File: src/rtl/bpsk_bb_pkg.sv
package bpsk_bb_pkg;
  typedef enum logic [1:0] {
    STEP_HOLD = 2'd0,
    STEP_UP   = 2'd1,
    STEP_DN   = 2'd2
  } step_e;
endpackage

File: src/rtl/bb_vote.sv
module bb_vote #(
  parameter int LANES = 4,
  parameter int NET_W = 4
) (
  input  logic [LANES-1:0]        rise_i,
  input  logic [LANES-1:0]        zc_i,
  input  logic                    prev_i,
  input  logic                    prev_vld_i,
  output logic signed [NET_W-1:0] net_o
);
  logic [LANES-1:0] lead_s;
  logic [LANES-1:0] lane_en;
  logic [LANES-1:0] late_v;
  logic [LANES-1:0] early_v;

  for (genvar g = 0; g < LANES; g++) begin : g_lane
    if (g == 0) begin : g_first
      assign lead_s[g]  = prev_i;
      assign lane_en[g] = prev_vld_i;
    end else begin : g_rest
      assign lead_s[g]  = rise_i[g-1];
      assign lane_en[g] = 1'b1;
    end
    assign late_v[g]  = lane_en[g] && (lead_s[g] != rise_i[g]) && (zc_i[g] == rise_i[g]);
    assign early_v[g] = lane_en[g] && (lead_s[g] != rise_i[g]) && (zc_i[g] == lead_s[g]);
  end

  always_comb begin
    net_o = '0;
    for (int i = 0; i < LANES; i++) begin
      net_o = net_o + NET_W'(late_v[i]) - NET_W'(early_v[i]);
    end
  end
endmodule

File: src/rtl/bb_loop_ctrl.sv
module bb_loop_ctrl
  import bpsk_bb_pkg::*;
#(
  parameter int CODE_W   = 6,
  parameter int NET_W    = 4,
  parameter int LOCK_CYC = 16
) (
  input  logic                    clk_i,
  input  logic                    rst_ni,
  input  logic signed [NET_W-1:0] net_i,
  output logic [CODE_W-1:0]       code_o,
  output logic                    lock_o
);
  localparam int CNT_W = $clog2(LOCK_CYC + 1);

  step_e             step_s;
  step_e             prev_step_q;
  logic [CODE_W-1:0] code_q;
  logic [CNT_W-1:0]  dith_cnt_q;
  logic              monotone_s;

  always_comb begin
    if (net_i > 0)      step_s = STEP_UP;
    else if (net_i < 0) step_s = STEP_DN;
    else                step_s = STEP_HOLD;
  end

  assign monotone_s = (step_s != STEP_HOLD) && (step_s == prev_step_q);

  always_ff @(posedge clk_i or negedge rst_ni) begin
    if (!rst_ni) begin
      code_q      <= '0;
      prev_step_q <= STEP_HOLD;
      dith_cnt_q  <= '0;
    end else begin
      prev_step_q <= step_s;
      case (step_s)
        STEP_UP: code_q <= code_q + 1'b1;
        STEP_DN: code_q <= code_q - 1'b1;
        default: code_q <= code_q;
      endcase
      if (monotone_s)                          dith_cnt_q <= '0;
      else if (dith_cnt_q != CNT_W'(LOCK_CYC)) dith_cnt_q <= dith_cnt_q + 1'b1;
    end
  end

  assign code_o = code_q;
  assign lock_o = (dith_cnt_q == CNT_W'(LOCK_CYC));


  code_step_chk: assert property (@(posedge clk_i) disable iff (!rst_ni)
    1'b1 |=> (code_q == $past(code_q)) || (code_q == CODE_W'($past(code_q) + 1'b1))
          || (code_q == CODE_W'($past(code_q) - 1'b1)));


  code_hold_chk: assert property (@(posedge clk_i) disable iff (!rst_ni)
    (net_i == 0) |=> $stable(code_q));


  lock_drop_chk: assert property (@(posedge clk_i) disable iff (!rst_ni)
    (lock_o && monotone_s) |=> !lock_o);
endmodule

File: src/rtl/bb_slicer.sv
module bb_slicer #(
  parameter int LANES = 4
) (
  input  logic [LANES-1:0] rise_i,
  input  logic [LANES-1:0] fall_i,
  input  logic             last_i,
  output logic [LANES-1:0] bits_o
);
  logic [LANES:0] chain_s;

  assign chain_s[0] = last_i;

  for (genvar g = 0; g < LANES; g++) begin : g_bit
    // inverted falling sample agrees with rising sample: clean decision
    assign bits_o[g]    = (rise_i[g] == ~fall_i[g]) ? rise_i[g] : chain_s[g];
    assign chain_s[g+1] = bits_o[g];
  end
endmodule

File: src/rtl/bpsk_bb_demod.sv
module bpsk_bb_demod #(
  parameter int LANES    = 4,
  parameter int CODE_W   = 6,
  parameter int LOCK_CYC = 16
) (
  input  logic              clk_i,
  input  logic              rst_ni,
  input  logic [LANES-1:0]  rise_i,
  input  logic [LANES-1:0]  fall_i,
  input  logic [LANES-1:0]  zc_i,
  output logic [CODE_W-1:0] code_o,
  output logic              lock_o,
  output logic [LANES-1:0]  bits_o,
  output logic              valid_o
);
  localparam int NET_W = $clog2(LANES + 1) + 1;

  logic                    carry_q;
  logic                    carry_vld_q;
  logic                    last_bit_q;
  logic [LANES-1:0]        bits_q;
  logic                    valid_q;
  logic signed [NET_W-1:0] net_s;
  logic [LANES-1:0]        dec_s;

  bb_vote #(.LANES(LANES), .NET_W(NET_W)) i_vote (
    .rise_i     (rise_i),
    .zc_i       (zc_i),
    .prev_i     (carry_q),
    .prev_vld_i (carry_vld_q),
    .net_o      (net_s)
  );

  bb_loop_ctrl #(.CODE_W(CODE_W), .NET_W(NET_W), .LOCK_CYC(LOCK_CYC)) i_loop (
    .clk_i  (clk_i),
    .rst_ni (rst_ni),
    .net_i  (net_s),
    .code_o (code_o),
    .lock_o (lock_o)
  );

  bb_slicer #(.LANES(LANES)) i_slicer (
    .rise_i (rise_i),
    .fall_i (fall_i),
    .last_i (last_bit_q),
    .bits_o (dec_s)
  );

  always_ff @(posedge clk_i or negedge rst_ni) begin
    if (!rst_ni) begin
      carry_q     <= 1'b0;
      carry_vld_q <= 1'b0;
      last_bit_q  <= 1'b0;
      bits_q      <= '0;
      valid_q     <= 1'b0;
    end else begin
      carry_q     <= rise_i[LANES-1];
      carry_vld_q <= 1'b1;
      last_bit_q  <= dec_s[LANES-1];
      valid_q     <= lock_o;
      bits_q      <= lock_o ? dec_s : '0;
    end
  end

  assign bits_o  = bits_q;
  assign valid_o = valid_q;


  quiet_bits_chk: assert property (@(posedge clk_i) disable iff (!rst_ni)
    !valid_o |-> (bits_o == '0));


  valid_lock_chk: assert property (@(posedge clk_i) disable iff (!rst_ni)
    1'b1 |=> (valid_o == $past(lock_o)));


  carry_seen_chk: assert property (@(posedge clk_i) disable iff (!rst_ni)
    1'b1 |=> carry_vld_q);
endmodule

File: config.mk
export PLATFORM = sky130hd
export DESIGN_NAME = bpsk_bb_demod
export DESIGN_NICKNAME = d
export VERILOG_FILES = /design/src/rtl/bpsk_bb_pkg.sv /design/src/rtl/bb_vote.sv /design/src/rtl/bb_loop_ctrl.sv /design/src/rtl/bb_slicer.sv /design/src/rtl/bpsk_bb_demod.sv
export SDC_FILE = /design/constraint.sdc
export NUM_CORES = 1
export LEC_CHECK = 0
export BUFFER_PORTS_ARGS = -buffer_cell sky130_fd_sc_hd__buf_2
export CAP_MARGIN = 20
export CORE_UTILIZATION = 55
export CTS_CLUSTER_SIZE = 16
export DETAILED_ROUTE_END_ITERATION = 6
export MAX_ROUTING_LAYER = met4
export PLACE_DENSITY = 0.82
export SLEW_MARGIN = 0
export SYNTH_ARGS = -nofsm -noshare
export SYNTH_HDL_FRONTEND = slang
export SYNTH_HIERARCHICAL = 1
export SYNTH_SLANG_ARGS = --single-unit
File: constraint.sdc
create_clock -name clk_i -period 5.8 [get_ports clk_i]
set_input_delay 0.58 -clock clk_i [delete_from_list [all_inputs] [get_ports clk_i]]
set_output_delay 0.58 -clock clk_i [all_outputs]
set_load 0.01 [all_outputs]
==> results.cfg, run 1 <==
[status]
outcome = completed

[worst_setup_path]
worstPathArrival_ps = 4190
path_class = in -> reg
r2r_cells = 16
r2r_start = carry_q
cp.required_ps = 5980
cp_max_fo = 13
start_kind = primary input
rrSetupSlack_ps = 1970
endpoint_kind = flip-flop
crit_start = zc_i[1]

[routing]
drc = 0
vias_per_cell = 5.287
drt_first_pass_iters = 4
routed_wl_mm = 2.569
postRouteAntennaNets = 0
wl_per_cell_um = 12.72
num_vias = 1068
drtIter0Drc = 17

[global_routing]
antenna_found_initial = 0
grt_max_degree = 22
grt_pass1_wl_mm = 4.471
grt_pass1_vias = 1079
grtUsageTotal_pct = 23.14
grt_overflow = 0

[cells_and_area]
syn_to_final_growth_pct = 12.53
diodes = 0
drive_gt1_share_pct = 21.51
final_nets = 203
fin_area_mm2 = 0.001607
fin_util_pct = 65.44

[timing]
fin_tns_setup_ps = 0
tightestPinTransition_ps = 492.6
setup_viol = 0
fin_crit_sh_pct = 69.11
slew_violations = 0
min_period_ps = 4008
hold_viol = 0
fmax_mhz = 249.5
relSlewSlack_pct = 66.92
rsz0062_at_grt = no
finClkSkew_ps = 5.920

[die]
start_util_pct = 58.15
core_mm2 = 0.002455
die_h_um = 52.95
die_x_um = 52.95
fp-row-count = 18
die_area_mm2 = 0.002803
io_pins = 26

[yosys]
synth_area_leaders = dfrtp_1 37%, ha_1 9.6%, fa_1 7.0%
synth_fp_nets = 174
yosys_warnings = 6
syn-cell-area_mm2 = 0.001428
syn_avg_cell_area_um2 = 9.914
yosys.area.top_type = dfrtp_1
synth_top_cell_area_share_pct = 36.81
synth_edf_count = 0
ys_types = 42
yosysSeqAreaShare_pct = 36.81
async_reset_ff_share_pct = 100.0
synth_most_common_cell = dfrtp_1
synth-seq-cells = 21
synthFlopType = dfrtp_1
yosys-top-cells-count = 21 x dfrtp_1, 19 x inv_1, 11 x ha_1
synthCells = 144

[clock_network]
tritoncts = done
numCtsBuffers = 3
ctsHtreeMaxLevel = 1
cts.clk_slew.worst_paths_ps = 120
cts_setup_buffers = 0
cts-resized-gates = 0
cts_root_buf = clkbuf_4
clockBufferDepth = 2
cts_sinks = 21
clk_latency_ps = 300
hold_buffers = 0

[place]
place_area_mm2 = 0.001579
io_buffers = 25
place.gp.congestion = 0.8075
dp_hpwl_mm = 2.061

[min_path]
hold_class = in -> async

[run]
maxCapViolations = 0

[pwr]
p_leak_nw = 0.8095
power_mw = 0.6484
peakVddDrop_uv = 290.5
p_per_area_mw_per_mm2 = 403.6
critical path, cell delays in order:
cell and delay (ps):
buf_2 110, nand2b_1 140, o22ai_1 190, ha_1 280
fa_1 460, fa_1 550, inv_1 60, ha_1 280
a21o_1 160, a22oi_1 150, buf_4 220, inv_1 80
fa_1 400, nor2b_1 120, o21ai_0 100, a21boi_0 200
o31ai_1 90
layer usage:
metal	part of all wire (%)	GRT usage (%)
met3	4.2	5.747
met4	0.58	8.333
met2	52	40.51
met5	0	-
met1	43	25.32
final timing paths:
path                                         to
setup / recovery               i_loop/code_o[4]
hold / removal             i_loop/dith_cnt_q[3]
setup reg to reg               i_loop/code_o[4]
hold reg to reg                i_loop/code_o[2]
max in group asynchronous               carry_q
min in group clk_i                      carry_q
registers in the layout, summed over array words and instances, names as in the netlist:
register	flops
i_loop/code_o	6
i_loop/dith_cnt_q	5
bits_o	4
i_loop/prev_step_q	2
carry_q	1
carry_vld_q	1
last_bit_q	1
valid_o	1
stage by stage:
step	instances	hold slack, ps	setup WS, ps
6_report	202	205.9	1792
5_1_grt	202	220.6	1532
4_1_cts	202	215.1	1792
3_5_place_dp	198	511.8	1443
3_3_place_gp	198	493.4	1630
2_1_floorplan	144	284.4	1696
logic make-up after synthesis:
group,count (synthesis),share of synthesized area (%)
simple gates,45,18.76
compound gates,24,10.69
buf+inv,22,6.836
flops,21,36.81
fa+ha+maj,19,19.02
xor+xnor,9,5.521
mux,3,2.104
other cells,1,0.2627
cell usage in the layout (no fill, tap or decap), types with 4 or more instances in the layout:
cell,Yosys,routed
nand2_1,9,9
nor2_1,8,8
and2_1,4,4
xor2_1,5,5
a21oi_1,5,5
ha_1,11,11
buf_2,1,25
fa_1,5,5
xnor2_1,4,4
dfrtp_1,21,21
inv_1,19,19
o21ai_0,6,6
report_power, final:
| group | switching, mW | internal, mW | total, mW |
|---|---|---|---|
| registers | 0.0366 | 0.191 | 0.228 |
| logic | 0.189 | 0.159 | 0.349 |
| clock network | 0.0457 | 0.0257 | 0.0714 |
| total | 0.272 | 0.377 | 0.648 |
area by class of cell:
type | count | area (um2)
inverters | 19 | 71.32
flip-flops and latches | 21 | 525.5
well taps | 30 | 37.54
multi-input cells | 101 | 804.5
fillers | 217 | 848.3
clock buffers | 3 | 22.52
repair buffers | 27 | 140.1
clock inverters | 1 | 5.005
Note: power is estimated with default switching activity, not from simulation.
==> run 2, diff against run 1 <==
==> constraint.sdc (replaced) <==
create_clock -name clk_i -period 4.2 [get_ports clk_i]
set_input_delay 0.42 -clock clk_i [delete_from_list [all_inputs] [get_ports clk_i]]
set_output_delay 0.42 -clock clk_i [all_outputs]
set_load 0.01 [all_outputs]
==> run 2 against run 1 <==
  * Cell area stayed put
  * Worst setup slack got worse by 1400 ps
  * Global-route usage down 2.1 points
  * Clock skew rose by 4.2 ps
  * Clock power grew 38%
  * Flip-flop and latch count is the same
  * Critical path type is now reg -> reg
  * Critical endpoint unchanged
  * Largest cell class unchanged
==> results.cfg, run 2 (same netlist as run 1, synthesis figures left out) <==
[status]
outcome = completed

[cells_and_area]
syn_to_final_growth_pct = 12.53
diodes = 0
fin_util_pct = 65.44
seq_area_um2 = 525.5
largest_reg_flops = 6
multi_input_area_um2 = 804.5
drive_gt1_share_pct = 21.51
n_fill_cell = 201
final_nets = 203
mostFrequentLayoutCells = 25 x buf_2, 21 x dfrtp_1, 19 x inv_1, 11 x ha_1, 9 x nand2_1
final_common_cell = buf_2

[worst_setup_path]
cp_slowest_cell = fa_1
rrSetupSlack_ps = 350
start_kind = flip-flop
max_stage_delay_ps = 590
r2r_start = carry_q
r2r-end = i_loop/code_o[4]
path_class = reg -> reg
crit_buf_inv = 3
worstPathArrival_ps = 4070
cp.required_ps = 4420
crit_start = carry_q
endpoint_kind = flip-flop
r2r_cells = 15
cp_top_family = adder cells
cp_max_fo = 4
crit_chain = or3b_1, a21boi_1, ha_1, inv_1, fa_1, inv_1, ha_1, a21o_1, a22oi_1, inv_1, fa_1, nor2b_1, o21ai_0, nor3b_1, o31ai_1
crit_top_cell = inv_1

[global_routing]
antenna_found_initial = 0
grt_pass1_vias = 1050
grt_overflow = 0
grt_max_degree = 22
grtUsageTotal_pct = 21.05
grt_pass1_wl_mm = 4.188

[routing]
drc = 0
vias_per_cell = 5.386
postRouteAntennaNets = 0
drt_first_pass_iters = 4
wl_per_cell_um = 12.57
num_vias = 1088
routed_wl_mm = 2.539
drtIter0Drc = 8

[die]
die_h_um = 52.95
die_area_mm2 = 0.002803
die_x_um = 52.95
io_pins = 26
start_util_pct = 58.15
core_mm2 = 0.002455
fp-row-count = 18

[timing]
tightestPinTransition_ps = 528.9
rsz0062_at_grt = no
setup_viol = 0
fin_tns_setup_ps = 0
worst_slack_ps = 351.6
hold_viol = 0
finClkSkew_ps = 10.14
fmax_mhz = 259.8
fin_crit_sh_pct = 91.63
holdWs_ps = 46.47
min_period_ps = 3848
relSlewSlack_pct = 64.47
slew_violations = 0

[pwr]
combinationalPowerShare_pct = 54.1
p_int_mw = 0.5209
power_mw = 0.9017
clkPwrFrac_pct = 10.9
p_leak_nw = 0.8095
power.switching_mw = 0.3807
seq_power_share_pct = 34.9
power_switching_share_pct = 42.23
p_per_area_mw_per_mm2 = 561.2
peakVddDrop_uv = 463.1

[clock_network]
numCtsBuffers = 3
hold_buffers = 0
tritoncts = done
cts_sinks = 21
cts-resized-gates = 0
clockBufferDepth = 2
cts.clk_slew.worst_paths_ps = 130
cts_root_buf = clkbuf_4
ctsHtreeMaxLevel = 1
cts_setup_buffers = 0
clk_latency_ps = 300

[min_path]
hold_class = in -> async

[run]
maxCapViolations = 0

[place]
place.gp.congestion = 0.8355
dp_hpwl_mm = 2.059
io_buffers = 25
post-place-ws_ps = 35.79
[run 2: cell counts in the layout (fill, tap and decap cells not counted)]
No cell type changed its count.
[run 2: per-layer routing]
layer / wire length, um / global-route usage, % / vias to the layer above
met2: 1328 / 38.19 / 21
li1: - / - / 537
met4: 12 / 4.825 / 0
met5: 0 / - / -
met3: 68 / 2.586 / 2
met1: 1129 / 24.73 / 528
[run 2: power groups by stage]
stage / combinational [mW] / sequential, mW / clock (mW)
after floorplan: 0.362 / 0.323 / 0
after global placement: 0.464 / 0.315 / 0
after detailed placement: 0.492 / 0.319 / 0
after CTS: 0.495 / 0.315 / 0.0998
after global routing: 0.557 / 0.323 / 0.110
final: 0.488 / 0.315 / 0.0986
[run 2: worst max-delay path by stage]
stage,end,slack [ps],cells past startpoint
3_3_place_gp,i_loop/code_o[4],200,16
5_1_grt,i_loop/code_o[4],20,15
2_1_floorplan,i_loop/code_o[4],260,16
3_5_place_dp,i_loop/code_o[4],40,16
6_report,i_loop/code_o[4],350,15
4_1_cts,i_loop/code_o[4],320,15
[run 2: layout make-up]
type	count	share of cell area, %
Sequential cell	21	32.71
Clock inverter	1	0.3115
Clock buffer	3	1.402
Multi-Input combinational cell	101	50.08
Inverter	19	4.439
Tap cell	30	2.336
Timing Repair Buffer	27	8.723
[run 2: stage by stage]
step | instance area [um2] | instances
global placement | 1579 | 198
global route | 1607 | 202
detailed placement | 1579 | 198
CTS | 1607 | 202
finish | 1607 | 202
floorplan | 1428 | 144
